$ cat config.mk
export PLATFORM = sky130hd
export DESIGN_NAME = seg_xlate_unit
export DESIGN_NICKNAME = d
export VERILOG_FILES = /design/src/rtl/segx_pkg.sv /design/src/rtl/seg_desc_cache.sv /design/src/rtl/seg_access_check.sv /design/src/rtl/seg_xlate_unit.sv
export SDC_FILE = /design/constraint.sdc
export NUM_CORES = 1
export LEC_CHECK = 0
export ABC_AREA = 1
export BUFFER_PORTS_ARGS = -buffer_cell sky130_fd_sc_hd__buf_2
export CELL_PAD_IN_SITES_DETAIL_PLACEMENT = 0
export CELL_PAD_IN_SITES_GLOBAL_PLACEMENT = 1
export CORE_MARGIN = 3
export CORE_UTILIZATION = 45
export DETAILED_ROUTE_END_ITERATION = 16
export PLACE_DENSITY = 0.79
export SLEW_MARGIN = 20
export SYNTH_ARGS = -nofsm -noshare
export SYNTH_HDL_FRONTEND = slang
export SYNTH_SLANG_ARGS = --single-unit
$ cat constraint.sdc
create_clock -name clk -period 2.25 [get_ports clk]
set_input_delay 0 -clock clk [delete_from_list [all_inputs] [get_ports clk]]
set_output_delay 0 -clock clk [all_outputs]
set_load 0.1 [all_outputs]
$ cat src/rtl/segx_pkg.sv
package segx_pkg;
    typedef enum logic [1:0] {
        ACC_FETCH = 2'd0,
        ACC_READ  = 2'd1,
        ACC_WRITE = 2'd2,
        ACC_RSVD  = 2'd3
    } acc_e;

    typedef enum logic [1:0] {
        RT_DATA_RO = 2'd0,
        RT_DATA_RW = 2'd1,
        RT_CODE_XO = 2'd2,
        RT_CODE_XR = 2'd3
    } rights_e;

    typedef enum logic [1:0] {
        FLT_NONE    = 2'd0,
        FLT_LIMIT   = 2'd1,
        FLT_RIGHTS  = 2'd2,
        FLT_INVALID = 2'd3
    } fault_e;

    typedef enum logic {
        MODE_REAL = 1'b0,
        MODE_PROT = 1'b1
    } mode_e;
endpackage

$ cat src/rtl/seg_desc_cache.sv
module seg_desc_cache #(
    parameter int NSEG  = 4,
    parameter int OFF_W = 16,
    parameter int PA_W  = 24,
    localparam int IDX_W = $clog2(NSEG)
) (
    input  logic             clk,
    input  logic             rst_n,
    input  logic             wr_en,
    input  logic [IDX_W-1:0] wr_idx,
    input  logic [OFF_W-1:0] wr_sel,
    input  logic [PA_W-1:0]  wr_base,
    input  logic [OFF_W-1:0] wr_limit,
    input  logic [1:0]       wr_rights,
    input  logic [IDX_W-1:0] rd_idx,
    output logic             rd_valid,
    output logic [OFF_W-1:0] rd_sel,
    output logic [PA_W-1:0]  rd_base,
    output logic [OFF_W-1:0] rd_limit,
    output logic [1:0]       rd_rights
);
    logic [NSEG-1:0]  vld_q;
    logic [OFF_W-1:0] sel_q   [NSEG];
    logic [PA_W-1:0]  base_q  [NSEG];
    logic [OFF_W-1:0] lim_q   [NSEG];
    logic [1:0]       rts_q   [NSEG];

    for (genvar g = 0; g < NSEG; g++) begin : g_entry
        always_ff @(posedge clk or negedge rst_n) begin
            if (!rst_n) begin
                vld_q[g]  <= 1'b0;
                sel_q[g]  <= '0;
                base_q[g] <= '0;
                lim_q[g]  <= '0;
                rts_q[g]  <= '0;
            end else if (wr_en && wr_idx == IDX_W'(g)) begin
                vld_q[g]  <= 1'b1;
                sel_q[g]  <= wr_sel;
                base_q[g] <= wr_base;
                lim_q[g]  <= wr_limit;
                rts_q[g]  <= wr_rights;
            end
        end
    end

    assign rd_valid  = vld_q[rd_idx];
    assign rd_sel    = sel_q[rd_idx];
    assign rd_base   = base_q[rd_idx];
    assign rd_limit  = lim_q[rd_idx];
    assign rd_rights = rts_q[rd_idx];

    // a write leaves its entry valid holding the written limit
    p_wr_loads_r4: assert property (@(posedge clk) disable iff (!rst_n)
        wr_en |=> (vld_q[$past(wr_idx)] && lim_q[$past(wr_idx)] == $past(wr_limit)));
endmodule

$ cat src/rtl/seg_access_check.sv
module seg_access_check
    import segx_pkg::*;
#(
    parameter int OFF_W = 16
) (
    input  logic             ent_valid,
    input  logic [1:0]       ent_rights,
    input  logic [OFF_W-1:0] ent_limit,
    input  logic [OFF_W-1:0] off,
    input  logic [1:0]       kind,
    output fault_e           fault
);
    logic allowed;

    always_comb begin
        unique case (acc_e'(kind))
            ACC_FETCH: allowed = ent_rights[1];
            ACC_READ:  allowed = (rights_e'(ent_rights) != RT_CODE_XO);
            ACC_WRITE: allowed = (rights_e'(ent_rights) == RT_DATA_RW);
            default:   allowed = 1'b0;
        endcase
    end

    always_comb begin
        if (!ent_valid)            fault = FLT_INVALID;
        else if (!allowed)         fault = FLT_RIGHTS;
        else if (off > ent_limit)  fault = FLT_LIMIT;
        else                       fault = FLT_NONE;
    end
endmodule

$ cat src/rtl/seg_xlate_unit.sv
module seg_xlate_unit
    import segx_pkg::*;
#(
    parameter int NSEG  = 4,
    parameter int OFF_W = 16,
    parameter int PA_W  = 24,
    parameter int SHIFT = 4,
    localparam int IDX_W = $clog2(NSEG),
    localparam int RA_W  = OFF_W + SHIFT
) (
    input  logic             clk,
    input  logic             rst_n,
    input  logic             prot_mode_i,
    input  logic             sw_en_i,
    input  logic [IDX_W-1:0] sw_idx_i,
    input  logic [OFF_W-1:0] sw_sel_i,
    input  logic [PA_W-1:0]  sw_base_i,
    input  logic [OFF_W-1:0] sw_limit_i,
    input  logic [1:0]       sw_rights_i,
    input  logic             req_i,
    input  logic [IDX_W-1:0] req_seg_i,
    input  logic [OFF_W-1:0] req_off_i,
    input  logic [1:0]       req_kind_i,
    output logic             rsp_o,
    output logic             addr_vld_o,
    output logic [PA_W-1:0]  paddr_o,
    output logic [1:0]       fault_o
);
    mode_e mode_q, mode_d;

    logic             e_valid;
    logic [OFF_W-1:0] e_sel;
    logic [PA_W-1:0]  e_base;
    logic [OFF_W-1:0] e_limit;
    logic [1:0]       e_rights;
    fault_e           chk_fault;
    logic [RA_W-1:0]  real_sum;
    logic [PA_W-1:0]  prot_sum;

    seg_desc_cache #(.NSEG(NSEG), .OFF_W(OFF_W), .PA_W(PA_W)) u_cache (
        .clk(clk), .rst_n(rst_n),
        .wr_en(sw_en_i), .wr_idx(sw_idx_i), .wr_sel(sw_sel_i),
        .wr_base(sw_base_i), .wr_limit(sw_limit_i), .wr_rights(sw_rights_i),
        .rd_idx(req_seg_i), .rd_valid(e_valid), .rd_sel(e_sel),
        .rd_base(e_base), .rd_limit(e_limit), .rd_rights(e_rights)
    );

    seg_access_check #(.OFF_W(OFF_W)) u_check (
        .ent_valid(e_valid), .ent_rights(e_rights), .ent_limit(e_limit),
        .off(req_off_i), .kind(req_kind_i), .fault(chk_fault)
    );

    assign real_sum = {e_sel, {SHIFT{1'b0}}} + RA_W'(req_off_i);
    assign prot_sum = e_base + PA_W'(req_off_i);

    // mode machine: next-state logic
    always_comb begin
        mode_d = mode_q;
        unique case (mode_q)
            MODE_REAL: if (prot_mode_i)  mode_d = MODE_PROT;  // go_prot
            MODE_PROT: if (!prot_mode_i) mode_d = MODE_REAL;  // go_real
            default:   mode_d = MODE_REAL;
        endcase
    end

    // mode machine: state register
    always_ff @(posedge clk or negedge rst_n) begin
        if (!rst_n) mode_q <= MODE_REAL;
        else        mode_q <= mode_d;
    end

    // outputs: registered response
    always_ff @(posedge clk or negedge rst_n) begin
        if (!rst_n) begin
            rsp_o      <= 1'b0;
            addr_vld_o <= 1'b0;
            paddr_o    <= '0;
            fault_o    <= FLT_NONE;
        end else begin
            rsp_o      <= req_i;
            addr_vld_o <= 1'b0;
            paddr_o    <= '0;
            fault_o    <= FLT_NONE;
            if (req_i) begin
                unique case (mode_q)
                    MODE_REAL: begin
                        addr_vld_o <= 1'b1;
                        paddr_o    <= PA_W'(real_sum);
                    end
                    MODE_PROT: begin
                        fault_o <= chk_fault;
                        if (chk_fault == FLT_NONE) begin
                            addr_vld_o <= 1'b1;
                            paddr_o    <= prot_sum;
                        end
                    end
                    default: ;
                endcase
            end
        end
    end

    // response follows request by one cycle
    p_resp_lat_r2: assert property (@(posedge clk) disable iff (!rst_n)
        req_i |=> rsp_o);
    // no request gives a quiet response next cycle
    p_idle_quiet_r2: assert property (@(posedge clk) disable iff (!rst_n)
        !req_i |=> (!rsp_o && !addr_vld_o));
    // real mode never faults and stays within 20 bits
    p_real_nofault_r3: assert property (@(posedge clk) disable iff (!rst_n)
        (req_i && mode_q == MODE_REAL) |=>
            (fault_o == FLT_NONE && addr_vld_o && paddr_o[PA_W-1:RA_W] == '0));
    // a fault blocks the address
    p_fault_blocks_r10: assert property (@(posedge clk) disable iff (!rst_n)
        (fault_o != FLT_NONE) |-> (!addr_vld_o && paddr_o == '0));
endmodule

## Yosys cells after proc, flatten, opt, wreduce, memory -nomap -nowiden

Cells that the tools add are included.

- Word-level logic and storage cells: 73
- Output and inout port bits: 28
- Bits in registers: 265
- Input port bits: 85

- Add/sub/neg operators: 2
- $lt $le $gt $ge: 3
- Muxes and demuxes: 27
- Bitwise logic cells: 2
- Reductions and logical operators: 7
- Eq/ne operators: 7

Operator list:

| kind | number |
|---|---|
| $mux W24 | 4 |
| $bmux W16 S2 | 2 |
| $mux W16 | 4 |
| $bmux W24 S2 | 1 |
| $pmux W24 S2 | 1 |
| $add A24 B16 Y24 | 1 |
| $add A20 B16 Y20 | 1 |
| $gt A16 B16 Y1 | 1 |
| $mux W2 | 6 |
| $eq A2 B1 Y1 const B | 3 |
| $eq A2 B2 Y1 const B | 3 |
| $logic_not A2 Y1 | 3 |
| $mux W1 | 5 |
| $bmux W2 S2 | 1 |
| $logic_and A1 B1 Y1 | 4 |
| $ge A3 B3 Y1 const B | 1 |
| $lt A2 B3 Y1 const B | 1 |
| $not A2 Y3 | 1 |
| $pmux W1 S3 | 1 |
| $bmux W1 S2 | 1 |
| $ne A2 B2 Y1 const B | 1 |
| $pmux W1 S2 | 1 |
| $not A1 Y1 | 1 |

## Longest topological paths before layout

Gate-level depths: netlist (run 1).

- Word-level depth: 12
- Mapped depth: 24
- Gate-level depth less buffers: 18

## Hierarchy

A second synthesis (run 1) with hierarchy kept.

- Cell total of the unflattened synthesis: 2305
- Area, all modules: 15802.7 um^2

By module, submodules not included:

| module | area each (um^2) | cells each | seq. area each (um^2) | times used |
|---|---|---|---|---|
| seg_desc_cache | 12220.5 | 1714 | 5905.7 | 1 |
| seg_xlate_unit | 3105.5 | 510 | 725.7 | 1 |
| seg_access_check | 476.7 | 81 | 0.0 | 1 |

## Worst setup path before layout (run 1)

OpenSTA, ideal clock, no wires.

- Path type: input -> register
- From: in req_seg_i[0]
- To: reg paddr_o[20]
- Stages on the path: 22
- Library setup time: 0.086 ns
- Path buffers: 5
- Slack: -0.371 ns
- Data required time: 2.164 ns
- Arrival time: 2.535 ns
- Cells stage by stage: buf_6 > inv_4 > buf_6 > buf_6 > buf_2 > clkbuf_1 > nor2_1 > o22ai_1 > ha_1 > inv_1 > fa_1 > inv_1 > nand3_1 > nand2_1 > nand2_1 > nand2_1 > nand2_1 > nand2_1 > nand2_1 > o21bai_1 > inv_1 > nor3_1

- Longest elaborated chain between the ends: 12
- Elaborated cells between the ends (all ways): 24
- Those cells by class: add/sub: 1; order compare: 1; eq/ne: 2; mux: 18; bitwise: 1; reduce/logical: 1

Ends and longest elaborated chain:

| item | RTL line | RTL |
|---|---|---|
| start: declaration | seg_xlate_unit.sv:21 | `input logic [IDX_W-1:0] req_seg_i,` |
| $not A2 Y3 (not written as such) | seg_desc_cache.sv:48, seg_desc_cache.sv:49, seg_desc_cache.sv:50 |  |
| $bmux W16 S2 / $bmux W2 S2 (equally long branches) | seg_desc_cache.sv:49, seg_desc_cache.sv:50 |  |
| $mux W16 (not written as such) / $mux W2 (equally long branches) (2 in series) | seg_desc_cache.sv:49, seg_desc_cache.sv:50 |  |
| $gt A16 B16 Y1 (tied with other cells) | seg_access_check.sv:27 | `else if (off > ent_limit) fault = FLT_LIMIT;` |
| $mux W1 / $pmux W1 S3 (equally long branches) | seg_access_check.sv:27, seg_access_check.sv:16 |  |
| $mux W2 | seg_access_check.sv:26 | `else if (!allowed) fault = FLT_RIGHTS;` |
| $mux W2 | seg_access_check.sv:25 | `if (!ent_valid) fault = FLT_INVALID;` |
| $logic_not A2 Y1 | seg_xlate_unit.sv:92 | `if (chk_fault == FLT_NONE) begin` |
| $mux W24 (*) | seg_xlate_unit.sv:92 |  |
| $pmux W24 S2 (*) | seg_xlate_unit.sv:85 | `unique case (mode_q)` |
| $mux W24 (*) | seg_xlate_unit.sv:84 | `if (req_i) begin` |
| end signal: assignment | seg_xlate_unit.sv:88 | `paddr_o <= PA_W'(real_sum);` |
| end signal: assignment | seg_xlate_unit.sv:94 | `paddr_o <= prot_sum;` |
| end: declaration | seg_xlate_unit.sv:26 | `output logic [PA_W-1:0] paddr_o,` |

Mark *: on every way between the ends. The rest lies on a longest branch, timed or not. The select of a mux whose other input is x is not followed.
A chain may end at the register's enable or synchronous reset.

## Final worst setup path (run 1)

- From: reg u_cache.base_q[24] (netlist name)
- To: reg paddr_o[8]

- Longest elaborated chain between the ends: 7

Ends and longest elaborated chain:

| item | RTL line | RTL |
|---|---|---|
| start: declaration | seg_desc_cache.sv:24 | `logic [PA_W-1:0] base_q [NSEG];` |
| start signal: indexed assignment | seg_desc_cache.sv:39 | `base_q[g] <= wr_base;` |
| $bmux W24 S2 | seg_desc_cache.sv:48 | `assign rd_base = base_q[rd_idx];` |
| $mux W24 (not written as such) (2 in series) | seg_desc_cache.sv:48 |  |
| $add A24 B16 Y24 | seg_xlate_unit.sv:54 | `assign prot_sum = e_base + PA_W'(req_off_i);` |
| $mux W24 | seg_xlate_unit.sv:92 |  |
| $pmux W24 S2 | seg_xlate_unit.sv:85 |  |
| $mux W24 | seg_xlate_unit.sv:84 |  |

Every way passes these cells. The select of a mux whose other input is x is not followed.

==> flow_summary.toml, run 1 <==
[status]
status = "completed"

[power]
power_leakage_uw = 0.00892
p_per_area_nw_per_um2 = 818
ir_worst_vdd_mv = 0.576

[clock_network]
tritoncts = "yes"
clk_latency_ps = 550
clockBufferDepth = 3
htree_levels = 1
clk_pin_slew_worst_paths_ps = 60
cts_buffers = 28
cts_root_buf = "clkbuf_16"
cts.sinks = 265

[place]
io_buffers = 112
routabilityCongestion = 0.917
place_area_sq_um = 15500
post-dp-hpwl_microns = 27000

[global_route]
grt_overflow_total = 0
grt_max_degree = 118
grt_use_total_pct = 23.8
grt_pass1_vias = 11900
grt_first_pass_wirelength_microns = 63300
antenna_found_initial = 0

[sta]
setup_viol = 0
setup_tns_ps = 0
max_slew.worst_pin.slew_ps = 588
rsz0062_at_grt = "true"
clock_skew_ps = 6.72
finalCriticalPeriod_ps = 2230
max_freq_ghz = 0.448
slew_viol_final = 0
hold_viol_final = 0
fin_crit_sh_pct = 99.2
worst_slew_margin_rel_pct = 60.8

[yosys]
synth-main-ff-cell = "dfrtp_1"
synthTopCellsByCount = "nand2_1, o21ai_0, dfrtp_1, inv_1, nor2_1"
synth.area.top_cells = "dfrtp_1, nand2_1, o21ai_0"
syn_avg_cell_area_sq_um = 7.85
synth_edf_count = 0
yosysTopAreaCellShare_pct = 48.7
synth_most_common_cell = "nand2_1"
synthesis.instances = 1735
synthArstFlopShare_pct = 100
synth_fp_nets = 1866
yosysWarnings = 0
seq_area_frac_synth_pct = 48.7
yosysTopAreaCell = "dfrtp_1"
syn_area_sq_um = 13600
ys_types = 42
ys_seq_elements = 265

[routing]
ant_nets = 0
vias = 12300
viasPerCell = 5.14
dr.pass1.iters = 6
avgRoutedWirePerCell_microns = 16.4
drt_iter0_markers = 861
drc = 0
wl_microns = 39400

[setup_path]
cp_max_fo = 3
crit_chain = "o21ai_2 -> o22ai_2 -> ha_2 -> inv_2 -> fa_2 -> inv_2 -> nand3_2 -> nand2_2 -> nand2_2 -> nand2_4 -> buf_4 -> xnor2_1 -> nand2_1 -> nand2_1 -> nor2_2"
slowest_stage = "dfrtp_1"
r2r_slack_ps = 20
r2r-end = "paddr_o[8]$_DFF_PN0_"
crit_start = "u_cache.base_q[24]$_DFFE_PN0P_"
critPathMaxStageDelay_ps = 380
end_kind = "flip-flop"
required_ps = 2690
crit_path_end = "paddr_o[8]$_DFF_PN0_"
cpLargestDelayFamily = "adder cells"
cp.depth = 15
cp-start-kind = "flip-flop"
r2r_start = "u_cache.base_q[24]$_DFFE_PN0P_"
r2r_cells = 15
crit_buf_inv = 3
arrival_ps = 2670
path_class = "flip-flop to flip-flop"

[final_layout]
stdcell_area_sq_um = 17900
drive_gt1_share_pct = 23.0
area_growth_pct = 31.3
layout.nets = 2122
final.fill_count = 2685
n_antenna_cell = 0

[run]
maxCapViolCount = 0

[die]
die_w_microns = 180
row_count = 63
num_io_pins = 113
die_h_microns = 180
start_util_pct = 45.8
core_area_sq_um = 29700
die_area_sq_um = 32400

[hold_path]
hold_class = "primary input to async pin"
## cell usage in the layout (no fill, tap or decap), types with 12 or more instances in the layout
cell / Yosys / routed
nand2_2: 9 / 33
buf_12: 0 / 18
buf_2: 8 / 110
o22ai_1: 28 / 18
a21oi_1: 53 / 39
nand3_1: 53 / 36
o21ai_1: 5 / 32
o21ai_0: 304 / 262
nand3_2: 3 / 12
o21ai_2: 0 / 15
buf_4: 5 / 122
a32o_1: 15 / 12
dlygate4sd3_1: 0 / 66
xnor2_1: 12 / 12
nand2_1: 531 / 501
nor2_1: 112 / 101
clkbuf_16: 0 / 28
nor2_2: 9 / 16
ha_4: 0 / 15
ha_1: 44 / 28
a21oi_2: 1 / 14
inv_1: 149 / 143
dfrtp_1: 265 / 265
## repair_timing
action / 4_1_cts / 5_1_grt
endpoints found under the setup margin: 13 / 26
hold endpoints to repair: 525 / 0
buffers inserted: 2 / 11
cloned: 0 / 0
pin swaps: 7 / 57
resized for setup: 21 / 167
hold buffers: 66 / 0
## report_power, final
part	internal, uW	switching, uW	leakage [uW]	total [uW]
logic	1650	2470	0.00515	4130
registers	5480	381	0.00332	5860
clock network	2730	1910	0.000461	4640
## final cells by class
| class | instances | area, sq um | share of cell area [%] |
|---|---|---|---|
| multi-input combinational | 1223 | 6720 | 37.6 |
| sequential | 265 | 6630 | 37.1 |
| timing repair buffer | 318 | 2520 | 14.1 |
| clock buffer | 37 | 805 | 4.50 |
| inverter | 155 | 587 | 3.28 |
| tap | 390 | 488 | 2.73 |
| clock inverter | 11 | 126 | 0.707 |
## flip-flops by register name, indices dropped and copies added (netlist names)
signal / cells
paddr_o: 24
u_cache.sel_q: 64
u_cache.vld_q: 4
u_cache.base_q: 96
u_cache.rts_q: 8
rsp_o: 1
fault_o: 2
addr_vld_o: 1
mode_q: 1
u_cache.lim_q: 64
## kinds of logic (layout without fill, tap and decap cells)
family / after synthesis / in the layout / synth area share [%]
buffers and inverters: 247 / 521 / 7.31
AND/OR/NAND/NOR: 735 / 735 / 21.7
adder cells (fa/ha/maj): 46 / 46 / 4.34
AO/OA/AOI/OAI: 425 / 425 / 16.9
XOR/XNOR: 17 / 17 / 1.09
flip-flops: 265 / 265 / 48.7
## metrics by stage
stage | util [%] | std cells | total power (uW) | setup WS, ps | hold slack [ps]
global route | 60.2 | 2399 | 15500 | -103 | 55.0
global placement | 52.3 | 2275 | 9470 | -234 | 11.6
detailed placement | 52.3 | 2275 | 9530 | -261 | 12.8
floorplan | - | 1735 | 8140 | -74.1 | -296
CTS | 57.9 | 2391 | 14300 | -23.7 | 7.28
finish | 60.2 | 2399 | 14600 | 17.2 | 7.72
## worst min path at each step
stage / cells past startpoint / to / from / slack (ps)
2_1_floorplan: 0 / addr_vld_o$_DFF_PN0_ / rst_n / -300
3_3_place_gp: 1 / u_cache.lim_q[8]$_DFFE_PN0P_ / rst_n / 10
3_5_place_dp: 1 / u_cache.lim_q[8]$_DFFE_PN0P_ / rst_n / 10
4_1_cts: 5 / fault_o[1]$_DFF_PN0_ / req_kind_i[1] / 7
5_1_grt: 2 / u_cache.lim_q[40]$_DFFE_PN0P_ / rst_n / 60
6_report: 2 / u_cache.lim_q[40]$_DFFE_PN0P_ / rst_n / 8
## routing by layer
layer	GRT usage [%]	vias to the layer above	wire, microns	share of wire [%]
met5	0	-	0	0
li1	-	6156	-	-
met3	2.91	66	1780	4.5
met4	7.36	0	1250	3.2
met2	38.0	291	18000	46
met1	34.2	5825	18400	47
Note: power is estimated with default switching activity, not from simulation.
==> inputs of run 2 (changes only) <==
--- a/config.mk
+++ b/config.mk
@@ -5,12 +5,11 @@
 export SDC_FILE = /design/constraint.sdc
 export NUM_CORES = 1
 export LEC_CHECK = 0
-export ABC_AREA = 1
 export BUFFER_PORTS_ARGS = -buffer_cell sky130_fd_sc_hd__buf_2
 export CELL_PAD_IN_SITES_DETAIL_PLACEMENT = 0
 export CELL_PAD_IN_SITES_GLOBAL_PLACEMENT = 1
 export CORE_MARGIN = 3
-export CORE_UTILIZATION = 45
+export CORE_UTILIZATION = 50
 export DETAILED_ROUTE_END_ITERATION = 16
 export PLACE_DENSITY = 0.79
 export SLEW_MARGIN = 20
==> flow_summary.toml, run 2 <==
[status]
status = "finished, violations left"
violations = "setup timing"

[die]
start_util_pct = 51.2
num_io_pins = 113
die_h_microns = 167
die_area_sq_um = 28000
row_count = 58
die_w_microns = 167
core_area_sq_um = 25400

[final_layout]
top_register = "u_cache.base_q"
top_regs = "u_cache.base_q x96, u_cache.lim_q x64, u_cache.sel_q x64"
final.fill_count = 1850
n_antenna_cell = 0
stdcell_area_sq_um = 17200
final_cell_mix = "dfrtp_1, mux2_2, buf_4"
area_growth_pct = 32.0
layout.nets = 1364
largest_reg_flops = 96
final_common_cell = "dfrtp_1"
drive_gt1_share_pct = 53.6

[yosys]
ys_types = 59
syn_avg_cell_area_sq_um = 14.0
synth_most_common_cell = "dfrtp_1"
yosysTopAreaCell = "dfrtp_1"
seq_area_frac_synth_pct = 51.0
synth_fp_nets = 1060
syn_area_sq_um = 13000
synthTopCellsByCount = "dfrtp_1, mux2_2, mux4_2, ha_1, nor2_1"
synthArstFlopShare_pct = 100
synth_edf_count = 0
ys_seq_elements = 265
synth.area.top_cells = "dfrtp_1, mux2_2, mux4_2"
yosysTopAreaCellShare_pct = 51.0
yosysWarnings = 0
synth-main-ff-cell = "dfrtp_1"
synthesis.instances = 929

[clock_network]
clockBufferDepth = 3
cts_buffers = 29
clk_pin_slew_worst_paths_ps = 60
tritoncts = "yes"
clk_latency_ps = 550
cts.sinks = 265
htree_levels = 1
cts_root_buf = "clkbuf_16"

[sta]
worst_slew_margin_rel_pct = 61.5
fin_crit_sh_pct = 128
max_slew.worst_pin.slew_ps = 578
rsz0062_at_grt = "true"
setup_viol = 25
final.setup.worst_slack_ps = -627
clock_skew_ps = 9.99
fin_hold_ws_ps = 71.2
hold_viol_final = 0
max_freq_ghz = 0.348
finalCriticalPeriod_ps = 2880
slew_viol_final = 0

[setup_path]
crit_start = "u_cache.base_q[6]$_DFFE_PN0P_"
cp_max_fo = 4
r2r_start = "u_cache.base_q[6]$_DFFE_PN0P_"
arrival_ps = 3290
path_class = "flip-flop to flip-flop"
cp-start-kind = "flip-flop"
end_kind = "flip-flop"
required_ps = 2660

[place]
routabilityCongestion = 0.895
place_area_sq_um = 15000
io_buffers = 112
post-dp-hpwl_microns = 22600

[global_route]
grt_max_degree = 76
grt_overflow_total = 0
grt_pass1_vias = 9457
grt_first_pass_wirelength_microns = 52000
grt_use_total_pct = 23.2
antenna_found_initial = 0

[power]
p_per_area_nw_per_um2 = 911
power_leakage_uw = 0.00762
ir_worst_vdd_mv = 0.814

[routing]
drc = 0
avgRoutedWirePerCell_microns = 20.6
drt_iter0_markers = 514
dr.pass1.iters = 4
viasPerCell = 5.55
ant_nets = 0
wl_microns = 32700
vias = 8801

[hold_path]
min-delay-start = "req_kind_i[0]"
hold_class = "primary input to flip-flop"

[run]
maxCapViolCount = 0
==> run 2: cell families (layout without fill, tap and decap cells) <==
family          Yosys count  after routing  synth area share, %
mux                     294            294                 30.4
flops                   265            265                 51.0
simple gates            121            121                 4.73
compound gates          102            102                 5.19
buf+inv                  73            399                 2.25
fa+ha+maj                46             46                 4.54
xor+xnor                 28             28                 1.88
==> run 2: final timing paths <==
path                                            endpoint  slack [ps]  cells after the start
setup / recovery                   paddr_o[19]$_DFF_PN0_        -630                     10
hold / removal                      fault_o[0]$_DFF_PN0_          70                      6
setup reg to reg                   paddr_o[19]$_DFF_PN0_        -630                     10
hold reg to reg             u_cache.vld_q[0]$_DFFE_PN0P_         470                      1
max in group asynchronous  u_cache.sel_q[26]$_DFFE_PN0P_        1790                      3
min in group asynchronous  u_cache.base_q[5]$_DFFE_PN0P_          80                      3
==> run 2: critical path, cell delays in order, from the launching register on <==
cell	delay, ps
dfrtp_1	380
mux4_2	520
ha_4	260
a21o_1	160
a311o_1	330
nor3_2	130
a21oi_2	90
a221o_1	400
mux2_4	340
nor2_4	100
a2111oi_4	40
==> run 2: timing repair <==
action | in CTS | in global routing
hold buffers | 67 | 0
setup endpoints to repair | 26 | 26
buffers inserted | 9 | 6
gates resized for setup | 73 | 33
pin swaps | 43 | 23
endpoints found under the hold margin | 519 | 0
cloned | 1 | 0
==> run 2: area by class of cell <==
type                       count  area, sq um  area share [%]
sequential                   265         6630            38.6
multi-input combinational    591         6610            38.5
timing repair buffer         315         2500            14.6
clock buffer                  35          788            4.59
tap                          330          413            2.40
inverter                      31          119           0.692
clock inverter                18          106           0.619
==> run 2: routing by layer <==
metal  global-route usage, %  up-vias  wire [microns]
met1                    33.0     4519           14700
li1                        -     4042               -
met3                    3.09       55            1500
met5                       0        -               0
met4                    5.12        0             737
met2                    38.7      185           15700
==> run 2: metrics by stage <==
step / worst slack (ps) / TNS, ps / power [uW] / instances / utilization [%]
after floorplan: -692 / -14530 / 9060 / 929 / -
after global placement: -801 / -16310 / 10600 / 1454 / 59.1
after detailed placement: -858 / -17870 / 10700 / 1454 / 59.1
after CTS: -597 / -11030 / 15600 / 1583 / 66.9
after global routing: -720 / -14560 / 16400 / 1585 / 67.6
final: -627 / -11810 / 15600 / 1585 / 67.6
==> run 2: power by group <==
part	leakage [uW]	total (uW)	internal (uW)	switching, uW
clock	0.000453	4430	2500	1930
combinational	0.00400	5160	2540	2620
sequential	0.00317	6060	5630	428
